`src/rtl/mdc_pkg.sv`:
```
package mdc_pkg;

  typedef enum logic [2:0] {
    ST_IDLE,
    ST_ROW,
    ST_COL,
    ST_RESTORE,
    ST_PRE
  } seq_state_t;

  function automatic int unsigned max_of(input int unsigned a, input int unsigned b);
    return (a > b) ? a : b;
  endfunction

endpackage

```
`src/rtl/mdc_refresh_timer.sv`:
```
module mdc_refresh_timer #(
  parameter int unsigned ROW_W    = 4,
  parameter int unsigned TICK_CYC = 64
) (
  input  logic             clk,
  input  logic             rst,
  input  logic             ack,
  output logic             pending,
  output logic [ROW_W-1:0] row
);
  localparam int unsigned TW = (TICK_CYC > 1) ? $clog2(TICK_CYC) : 1;

  logic [TW-1:0] tick_cnt;
  logic          tick;

  assign tick = (tick_cnt == TW'(TICK_CYC - 1));

  always_ff @(posedge clk) begin
    if (rst) begin
      tick_cnt <= '0;
      pending  <= 1'b0;
      row      <= '0;
    end else begin
      tick_cnt <= tick ? '0 : tick_cnt + 1'b1;
      if (tick)
        pending <= 1'b1;
      else if (ack)
        pending <= 1'b0;
      if (ack)
        row <= row + 1'b1;
    end
  end

  // each served refresh moves the row pointer by one, wrapping at the top
  p_row_step_r6: assert property (@(posedge clk) disable iff (rst)
    ack |=> row == ROW_W'($past(row) + 1'b1));

  // a refresh is only started when one was requested
  p_ack_pending_r7: assert property (@(posedge clk) disable iff (rst)
    ack |-> pending);

endmodule

```
`src/rtl/mdc_sequencer.sv`:
```
module mdc_sequencer
  import mdc_pkg::*;
#(
  parameter int unsigned ROW_W      = 4,
  parameter int unsigned COL_W      = 3,
  parameter int unsigned DATA_W     = 8,
  parameter int unsigned RAS_TO_CAS = 2
) (
  input  logic                   clk,
  input  logic                   rst,
  input  logic                   req_valid,
  input  logic                   req_we,
  input  logic [ROW_W+COL_W-1:0] req_addr,
  input  logic [DATA_W-1:0]      req_wdata,
  output logic                   ready,
  output logic                   rsp_valid,
  input  logic                   ref_pending,
  input  logic [ROW_W-1:0]       ref_row,
  output logic                   ref_ack,
  output logic [max_of(ROW_W, COL_W)-1:0] bus_addr,
  output logic                   ras,
  output logic                   cas,
  output logic                   we,
  output logic [DATA_W-1:0]      wdata,
  output logic                   wb
);
  localparam int unsigned ABUS_W = max_of(ROW_W, COL_W);
  localparam int unsigned CW     = $clog2(RAS_TO_CAS + 1);

  seq_state_t         state;
  logic [CW-1:0]      cnt;
  logic               is_ref;
  logic               op_we;
  logic [COL_W-1:0]   op_col;
  logic [CW-1:0]      since_ras;

  assign ready   = (state == ST_IDLE) && !ref_pending;
  assign ref_ack = (state == ST_IDLE) && ref_pending;

  always_ff @(posedge clk) begin
    if (rst) begin
      state     <= ST_IDLE;
      cnt       <= '0;
      is_ref    <= 1'b0;
      op_we     <= 1'b0;
      op_col    <= '0;
      wdata     <= '0;
      bus_addr  <= '0;
      ras       <= 1'b0;
      cas       <= 1'b0;
      we        <= 1'b0;
      wb        <= 1'b0;
      rsp_valid <= 1'b0;
    end else begin
      case (state)
        ST_IDLE: begin
          if (ref_pending) begin
            is_ref   <= 1'b1;
            bus_addr <= ABUS_W'(ref_row);
            ras      <= 1'b1;
            cnt      <= '0;
            state    <= ST_ROW;
          end else if (req_valid) begin
            is_ref   <= 1'b0;
            op_we    <= req_we;
            op_col   <= req_addr[COL_W-1:0];
            wdata    <= req_wdata;
            bus_addr <= ABUS_W'(req_addr[ROW_W+COL_W-1:COL_W]);
            ras      <= 1'b1;
            cnt      <= '0;
            state    <= ST_ROW;
          end
        end
        ST_ROW: begin
          if (cnt == CW'(RAS_TO_CAS - 1)) begin
            if (is_ref) begin
              wb    <= 1'b1;
              state <= ST_RESTORE;
            end else begin
              cas      <= 1'b1;
              we       <= op_we;
              bus_addr <= ABUS_W'(op_col);
              state    <= ST_COL;
            end
          end else begin
            cnt <= cnt + 1'b1;
          end
        end
        ST_COL: begin
          cas       <= 1'b0;
          we        <= 1'b0;
          rsp_valid <= !op_we;
          wb        <= 1'b1;
          state     <= ST_RESTORE;
        end
        ST_RESTORE: begin
          wb        <= 1'b0;
          ras       <= 1'b0;
          rsp_valid <= 1'b0;
          state     <= ST_PRE;
        end
        default: begin
          state <= ST_IDLE;
        end
      endcase
    end
  end

  // cycles since the row strobe rose, saturating; observes strobe spacing
  always_ff @(posedge clk) begin
    if (rst || !ras)
      since_ras <= '0;
    else if (since_ras != CW'(RAS_TO_CAS))
      since_ras <= since_ras + 1'b1;
  end

  p_cas_in_ras_r2: assert property (@(posedge clk) disable iff (rst)
    cas |-> ras);

  p_cas_delay_r3: assert property (@(posedge clk) disable iff (rst)
    $rose(cas) |-> since_ras == CW'(RAS_TO_CAS));

  p_rsp_after_cas_r4: assert property (@(posedge clk) disable iff (rst)
    rsp_valid |-> ($past(cas) && !$past(we)));

  p_busy_not_ready_r7: assert property (@(posedge clk) disable iff (rst)
    ras |-> !ready);

  p_accept_opens_r10: assert property (@(posedge clk) disable iff (rst)
    (req_valid && ready) |=> (ras && !is_ref));

endmodule

```
`src/rtl/mdc_cell_array.sv`:
```
module mdc_cell_array
  import mdc_pkg::*;
#(
  parameter int unsigned ROW_W         = 4,
  parameter int unsigned COL_W         = 3,
  parameter int unsigned DATA_W        = 8,
  parameter int unsigned CELL_KIND     = 0,
  parameter int unsigned RETENTION_CYC = 2048
) (
  input  logic                            clk,
  input  logic                            rst,
  input  logic [max_of(ROW_W, COL_W)-1:0] bus_addr,
  input  logic                            ras,
  input  logic                            cas,
  input  logic                            we,
  input  logic [DATA_W-1:0]               wdata,
  input  logic                            wb,
  output logic [DATA_W-1:0]               rdata,
  output logic                            charge_lost
);
  localparam int unsigned ROWS   = 1 << ROW_W;
  localparam int unsigned COLS   = 1 << COL_W;
  localparam int unsigned LINE_W = COLS * DATA_W;
  localparam int unsigned AGE_W  = $clog2(RETENTION_CYC + 1);

  logic [LINE_W-1:0] cells [ROWS];
  logic [LINE_W-1:0] line;
  logic [LINE_W-1:0] sensed;
  logic [LINE_W-1:0] store_val;
  logic              destroy;
  logic              ras_q;
  logic [ROW_W-1:0]  open_row;
  logic [ROW_W-1:0]  bus_row;
  logic [COL_W-1:0]  bus_col;
  logic              open_evt;
  logic [ROWS-1:0]   expired;

  assign bus_row  = bus_addr[ROW_W-1:0];
  assign bus_col  = bus_addr[COL_W-1:0];
  assign open_evt = ras && !ras_q;

  generate
    if (CELL_KIND == 0) begin : g_one_t
      // charge-sharing cell: sensing drains the row, stored polarity true
      assign sensed    = cells[bus_row];
      assign store_val = line;
      assign destroy   = 1'b1;
    end else begin : g_three_t
      // separate read/write ports: read path inverts, sensing keeps the charge
      assign sensed    = ~cells[bus_row];
      assign store_val = ~line;
      assign destroy   = 1'b0;
    end
  endgenerate

  always_ff @(posedge clk) begin
    if (open_evt && destroy)
      cells[bus_row] <= '0;
    if (wb)
      cells[open_row] <= store_val;
  end

  always_ff @(posedge clk) begin
    if (rst) begin
      ras_q    <= 1'b0;
      open_row <= '0;
      line     <= '0;
      rdata    <= '0;
    end else begin
      ras_q <= ras;
      if (open_evt) begin
        open_row <= bus_row;
        line     <= sensed;
      end else if (cas && we) begin
        line[bus_col*DATA_W +: DATA_W] <= wdata;
      end
      if (cas && !we)
        rdata <= line[bus_col*DATA_W +: DATA_W];
    end
  end

  for (genvar r = 0; r < ROWS; r++) begin : g_age
    logic [AGE_W-1:0] age;
    always_ff @(posedge clk) begin
      if (rst)
        age <= '0;
      else if (wb && (open_row == ROW_W'(r)))
        age <= '0;
      else if (age != AGE_W'(RETENTION_CYC))
        age <= age + 1'b1;
    end
    assign expired[r] = (age == AGE_W'(RETENTION_CYC));
  end

  always_ff @(posedge clk) begin
    if (rst)
      charge_lost <= 1'b0;
    else
      charge_lost <= charge_lost | (|expired);
  end

  // a restore is only issued into an open, already sensed row
  p_wb_open_r5: assert property (@(posedge clk) disable iff (rst)
    wb |-> (ras && ras_q));

  // a column access always follows a completed row sense
  p_col_after_sense_r2: assert property (@(posedge clk) disable iff (rst)
    cas |-> ras_q);

  // every row is restored within its retention period
  p_rows_alive_r8: assert property (@(posedge clk) disable iff (rst)
    expired == '0);

endmodule

```
`src/rtl/mux_dram_ctrl.sv`:
```
module mux_dram_ctrl
  import mdc_pkg::*;
#(
  parameter int unsigned ROW_W         = 4,
  parameter int unsigned COL_W         = 3,
  parameter int unsigned DATA_W        = 8,
  parameter int unsigned RAS_TO_CAS    = 2,
  parameter int unsigned RETENTION_CYC = 2048,
  parameter int unsigned CELL_KIND     = 0
) (
  input  logic                            clk,
  input  logic                            rst,
  input  logic                            req_valid,
  input  logic                            req_we,
  input  logic [ROW_W+COL_W-1:0]          req_addr,
  input  logic [DATA_W-1:0]               req_wdata,
  output logic                            req_ready,
  output logic                            rsp_valid,
  output logic [DATA_W-1:0]               rsp_data,
  output logic [max_of(ROW_W, COL_W)-1:0] dram_addr,
  output logic                            dram_ras,
  output logic                            dram_cas,
  output logic                            dram_we,
  output logic                            charge_lost
);
  localparam int unsigned ROWS     = 1 << ROW_W;
  localparam int unsigned TICK_CYC = RETENTION_CYC / (2 * ROWS);
  localparam int unsigned ABUS_W   = max_of(ROW_W, COL_W);

  logic              ref_pending;
  logic              ref_ack;
  logic [ROW_W-1:0]  ref_row;
  logic [ABUS_W-1:0] bus_addr;
  logic              ras;
  logic              cas;
  logic              we;
  logic              wb;
  logic [DATA_W-1:0] wdata;

  mdc_refresh_timer #(
    .ROW_W    (ROW_W),
    .TICK_CYC (TICK_CYC)
  ) u_timer (
    .clk     (clk),
    .rst     (rst),
    .ack     (ref_ack),
    .pending (ref_pending),
    .row     (ref_row)
  );

  mdc_sequencer #(
    .ROW_W      (ROW_W),
    .COL_W      (COL_W),
    .DATA_W     (DATA_W),
    .RAS_TO_CAS (RAS_TO_CAS)
  ) u_seq (
    .clk         (clk),
    .rst         (rst),
    .req_valid   (req_valid),
    .req_we      (req_we),
    .req_addr    (req_addr),
    .req_wdata   (req_wdata),
    .ready       (req_ready),
    .rsp_valid   (rsp_valid),
    .ref_pending (ref_pending),
    .ref_row     (ref_row),
    .ref_ack     (ref_ack),
    .bus_addr    (bus_addr),
    .ras         (ras),
    .cas         (cas),
    .we          (we),
    .wdata       (wdata),
    .wb          (wb)
  );

  mdc_cell_array #(
    .ROW_W         (ROW_W),
    .COL_W         (COL_W),
    .DATA_W        (DATA_W),
    .CELL_KIND     (CELL_KIND),
    .RETENTION_CYC (RETENTION_CYC)
  ) u_array (
    .clk         (clk),
    .rst         (rst),
    .bus_addr    (bus_addr),
    .ras         (ras),
    .cas         (cas),
    .we          (we),
    .wdata       (wdata),
    .wb          (wb),
    .rdata       (rsp_data),
    .charge_lost (charge_lost)
  );

  assign dram_addr = bus_addr;
  assign dram_ras  = ras;
  assign dram_cas  = cas;
  assign dram_we   = we;

endmodule

```
`config.mk`:
```
export PLATFORM = sky130hd
export DESIGN_NAME = mux_dram_ctrl
export DESIGN_NICKNAME = d
export VERILOG_FILES = /design/src/rtl/mdc_pkg.sv /design/src/rtl/mdc_refresh_timer.sv /design/src/rtl/mdc_sequencer.sv /design/src/rtl/mdc_cell_array.sv /design/src/rtl/mux_dram_ctrl.sv
export SDC_FILE = /design/constraint.sdc
export NUM_CORES = 2
export LEC_CHECK = 0
export ABC_AREA = 1
export BUFFER_PORTS_ARGS = -buffer_cell sky130_fd_sc_hd__buf_4
export CAP_MARGIN = 5
export CORE_ASPECT_RATIO = 0.75
export CORE_UTILIZATION = 35
export DETAILED_ROUTE_END_ITERATION = 8
export GPL_ROUTABILITY_DRIVEN = 0
export MAX_ROUTING_LAYER = met4
export PLACE_DENSITY_LB_ADDON = 0.08
export SETUP_SLACK_MARGIN = 0.5
export SLEW_MARGIN = 20
export SYNTH_ARGS = -nofsm -noshare
export SYNTH_HDL_FRONTEND = slang
export SYNTH_SLANG_ARGS = --single-unit
```
`constraint.sdc`:
```
create_clock -name clk -period 10 [get_ports clk]
set_input_delay 1 -clock clk [delete_from_list [all_inputs] [get_ports clk]]
set_output_delay 1 -clock clk [all_outputs]
set_load 0.01 [all_outputs]
```
; Word-level counts from Yosys, hierarchy flattened
; Memories as Yosys holds them, arrays and structs flattened. A register that Yosys moved wholly into a read port is not among the register bits.
; Index checks and enable logic that the tools add are counted.
[classes]
add_sub_neg = 20
n_eq_ne = 57
shift = 3
muxes = 40
bitwise = 2
reduce_logical = 61
[op_table]
columns = op, n
row1 = "adder 12 x 1 -> 12 bit, second input constant", 16
row2 = "== test 12 bit, second input constant", 16
row3 = "!= test 12 bit, second input constant", 16
row4 = 2-to-1 mux 64 bit, 2
row5 = bitwise mux 64 bit, 1
row6 = "variable shift 8 x 34 -> 64 bit, first input constant", 1
row7 = indexed part select 64 x 7 -> 8 bit, 1
row8 = indexed part select 8 x 34 -> 64 bit, 1
row9 = negation 6 -> 34 bit, 1
row10 = OR reduction 2 bit, 17
row11 = "== test 4 bit, second input constant", 8
row12 = 2-to-1 mux 4 bit, 6
row13 = logical AND 1 bit, 21
row14 = 2-to-1 mux 1 bit, 17
row15 = "== test 4 x 3 -> 1 bit, second input constant", 4
row16 = OR reduction 16 bit, 1
row17 = nonzero test 2 bit, 7
row18 = case mux 3 bit (4 select lines), 1
row19 = AND reduction 3 bit, 4
row20 = 2-to-1 mux 3 bit, 3
row21 = "== test 4 x 2 -> 1 bit, second input constant", 2
row22 = case mux 1 bit (2 select lines), 4
row23 = case mux 4 bit (2 select lines), 1
row24 = "adder 6 x 1 -> 6 bit, second input constant", 1
row25 = other kinds (21), 31
[word_totals]
regBits = 308
ram_bits = 1024
output_inout_bits = 18
elab_cells = 220
memories = 1
[mem_list]
columns = name, words, word_bits, read_ports, rd_clocked_by_memory_dff, wr, line
row1 = u_array.cells, 16, 64, 1, 1, 2, mdc_cell_array.sv:26  ; logic [LINE_W-1:0] cells [ROWS];

; Longest topological paths before layout
[depth]
word_depth = 5
mapped_depth = 17

; Cells and area by module
; From an unflattened synthesis, not the netlist that was laid out.
[hier_totals]
cells_unflattened = 6852
hier_area_um2 = 60443.0
[modules_own_cells]
columns = mod, instances, cells_per_inst, area_per_inst_um2
row1 = mdc_cell_array, 1, 6613, 58767.6
row2 = mdc_sequencer, 1, 180, 1219.9
row3 = mdc_refresh_timer, 1, 59, 455.4

; Least setup slack after synthesis
; OpenSTA, ideal clock, no wires.
[synth_timing]
path_type = reg2reg
from = register u_seq.bus_addr[0]
to = memory u_array.cells[0][0] (netlist name) (enable)
setup_ps = 574
t_arrival_ps = 5894
t_required_ps = 9426
slack_ps = 3531
path_stages_with_launch = 8
n_path_buf = 3
period_less_slack_ps = 6469
path_cell_list = dfxtp_1 > buf_4 > inv_2 > clkbuf_1 > buf_2 > ha_1 > nand2_1 > o21ai_0
[synth_lines]
columns = item, line
row1 = start: declaration, mdc_sequencer.sv:20  ; output logic [max_of(ROW_W, COL_W)-1:0] bus_addr,
row2 = start signal: assignment, mdc_sequencer.sv:59  ; bus_addr <= ABUS_W'(ref_row);
row3 = start signal: assignment, mdc_sequencer.sv:68  ; bus_addr <= ABUS_W'(req_addr[ROW_W+COL_W-1:COL_W]);
row4 = start signal: assignment, mdc_sequencer.sv:82  ; bus_addr <= ABUS_W'(op_col);
row5 = end: declaration, mdc_cell_array.sv:26

==> out/metrics.yaml <==
status:
  outcome: "completed"
setup_path:
  path_common_cell: "buf_4"
  cp-startpoint: "u_array.open_row[0]$_SDFFE_PP0P_"
  cp.required_ns: 10.40
  worst_path_max_delay_cell: "nor3_1"
  cp_data_arrival_time_ns: 4.36
  cp-end-kind: "flip-flop"
  path_cells: "inv_1 > nor3_1 > nand2_4 > o21ai_4 > buf_4 > buf_4"
  critical_path_buf_inv_count: 3
  r2r-start: "u_array.open_row[0]$_SDFFE_PP0P_"
  critPathKind: "flip-flop to flip-flop"
  worst-path-max-fanout: 33
  start_kind: "flip-flop"
  critPathMaxStageDelay_ns: 0.74
  crit_family: "buffers and inverters"
  r2r_slack_ns: 6.04
cts:
  cts_tree: "yes"
  cts.sinks: 1336
  cts_resized: 0
  cts_buffers: 148
  clockBufferDepth: 3
  h-tree-depth: 4
  postCtsHoldBufs: 0
  cts_root_buffer: "clkbuf_16"
  path_clk_slew_ns: 0.06
  clkLatencyLatePin_ns: 0.80
  cts_setup_buffers: 0
routing:
  postRouteAntennaNets: 0
  drc: 0
  drt_wl_total_um: 217000
  vias: 48114
  drt-pass1-iter-count: 5
  wl_per_cell_um: 23.9
  drt_first_iter_violations: 5234
  via_per_inst: 5.30
synth:
  yosysMostFrequentCell: "nor2_1"
  ys.flop_type: "edfxtp_1"
  ys_ff_latch: 1336
  synth_area_per_cell_sq_um: 8.88
  synthTopCellsByCount: "nor2_1 (2106), edfxtp_1 (1024), nand2_1 (839)"
  async_flop_share_pct: 0
  netlist.area_leader.share_pct: 50.4
  synth_area_leaders: "edfxtp_1 (50%), nor2_1 (13%), dfxtp_1 (10%)"
  syn-cell-area_sq_um: 61000
  synth_top_area_cell: "edfxtp_1"
  syn_nets: 6927
  synth_warnings: 0
  synth-edff-count: 1024
  ys_seq_area_share_pct: 60.7
  syn_inst: 6867
  synth_cell_types: 42
grt:
  antenna_found_initial: 5
  grt_pass1_wl_um: 319000
  grt-ovfl-total: 0
  grt_use_total_pct: 25.1
  grt_max_degree: 202
  grt_pass1_vias: 45396
sta:
  rsz0062_at_grt: "no"
  hold_viol_final: 0
  fmax_mhz: 253
  drv_slew: 0
  period_share_pct: 39.6
  setup_ws_ns: 6.04
  slew_headroom_pct: 19.9
  min_period_ns: 3.96
  fin_skew_ns: 0.0279
  finalHoldWorstSlack_ns: 0.458
  fin_setup_tns_ns: 0
  worst_pin_slew_ns: 1.20
  setup_viol: 0
power_and_ir_drop:
  p_per_area_nw_per_um2: 221
  ir_drop_v: 0.000151
  power_mw: 15.0
  leakagePower_nw: 22.5
finish:
  stdcell_count: 9077
  drive_above_1_share_pct: 5.81
  nNetsFinal: 6733
  syn_to_final_growth_pct: 11.5
  final_core_util_pct: 39.3
  fin_area_sq_um: 68000
  fill_cells: 17429
die:
  die_height_um: 363
  initial_utilization_pct: 35.3
  die_w_um: 484
  core_sq_um: 173000
  io_pins: 37
  rows: 132
  die-area_sq_um: 176000
placement:
  io_buffers: 36
  dpl_worst_slack_ns: 6.02
  hpwl_um: 123000
  place_inst: 8801
  dpl_cell_area_sq_um: 63200
run:
  drv_cap: 0
worst_hold_path:
  hold_class: "flip-flop to flip-flop"
  hold_start: "u_array.g_age[2].age[10]$_SDFFE_PP0N_"
-- cell usage in the layout (no fill, tap or decap), types with 4 or more instances in the layout --
cell and instances:
o21a_1 9, nand2_4 8, nand3_1 486, a31oi_1 6, o21ai_0 542, dfxtp_1 307
nand4_1 52, edfxtp_1 1024, xor2_1 30, nor3b_1 26, nand2_1 831, nand2_2 6
inv_4 5, clkinv_2 21, inv_2 5, nand3_4 4, dfxtp_4 4, clkbuf_1 44
clkbuf_8 19, or2_2 19, o211ai_1 81, buf_4 93, nor4_1 12, clkbuf_16 153
and2_1 6, clkinv_1 64, bufinv_16 5, ha_1 41, buf_6 4, nor3_1 53
o21ai_4 16, o21ai_1 9, clkinv_8 5, inv_1 412, a21oi_1 234, a211oi_1 11
xnor2_1 7, nor2_1 2106, buf_12 6
-- final timing paths --
check | to | depth (start not counted)
worst max-delay path | u_array.cells[1][27]$_SDFFCE_PN0P_ | 6
worst min-delay path | u_array.g_age[2].age[10]$_SDFFE_PP0N_ | 2
worst max register to register | u_array.cells[1][27]$_SDFFCE_PN0P_ | 6
worst min register to register | u_array.g_age[2].age[10]$_SDFFE_PP0N_ | 2
-- state kept, by name (all words and copies together), names as in the netlist, 2 cells and up, named ones only --
register / cells
u_array.cells: 1024
u_array.g_age.age: 192
u_array.line: 64
u_array.rdata: 8
u_seq.wdata: 8
u_timer.tick_cnt: 6
u_array.open_row: 4
u_seq.bus_addr: 4
u_timer.row: 4
u_seq.op_col: 3
u_seq.state: 3
u_seq.cnt: 2
-- cells by family after synthesis --
family | synth area share, %
flip-flops | 60.7
AO/OA/AOI/OAI | 7.96
adder cells (fa/ha/maj) | 0.842
buffers and inverters | 5.85
AND/OR/NAND/NOR | 24.1
multiplexers | 0.0554
XOR/XNOR | 0.532
-- area by class of cell --
type,count,area (sq um),area share (%)
Clock buffer,217,4260,6.27
Inverter,469,1800,2.65
Sequential cell,1336,37000,54.5
Multi-Input combinational cell,4615,20700,30.4
Tap cell,2278,2850,4.19
Antenna cell,3,7.51,0.0110
Clock inverter,56,482,0.709
Timing Repair Buffer,103,863,1.27
-- worst min-delay path: cells and delay by family (launching register included) --
kind,cells,cell delay (ns)
flops,1,0.31
simple gates,1,0.06
compound gates,1,0.05
-- report_power, final --
group | internal (mW) | leakage [nW] | switching, mW | total (mW)
combinational | 0.693 | 9.60 | 2.49 | 3.18
sequential | 6.21 | 10.6 | 0.195 | 6.40
clock | 3.09 | 2.32 | 2.37 | 5.46
-- routing by layer --
metal,global-route usage (%),vias up,share of wire [%]
li1,-,22356,-
met1,38.3,23837,50
met2,34.4,1677,41
met3,4.32,244,7.6
met4,4.95,0,1.8
met5,-,-,0
Note: power is estimated with default switching activity, not from simulation.
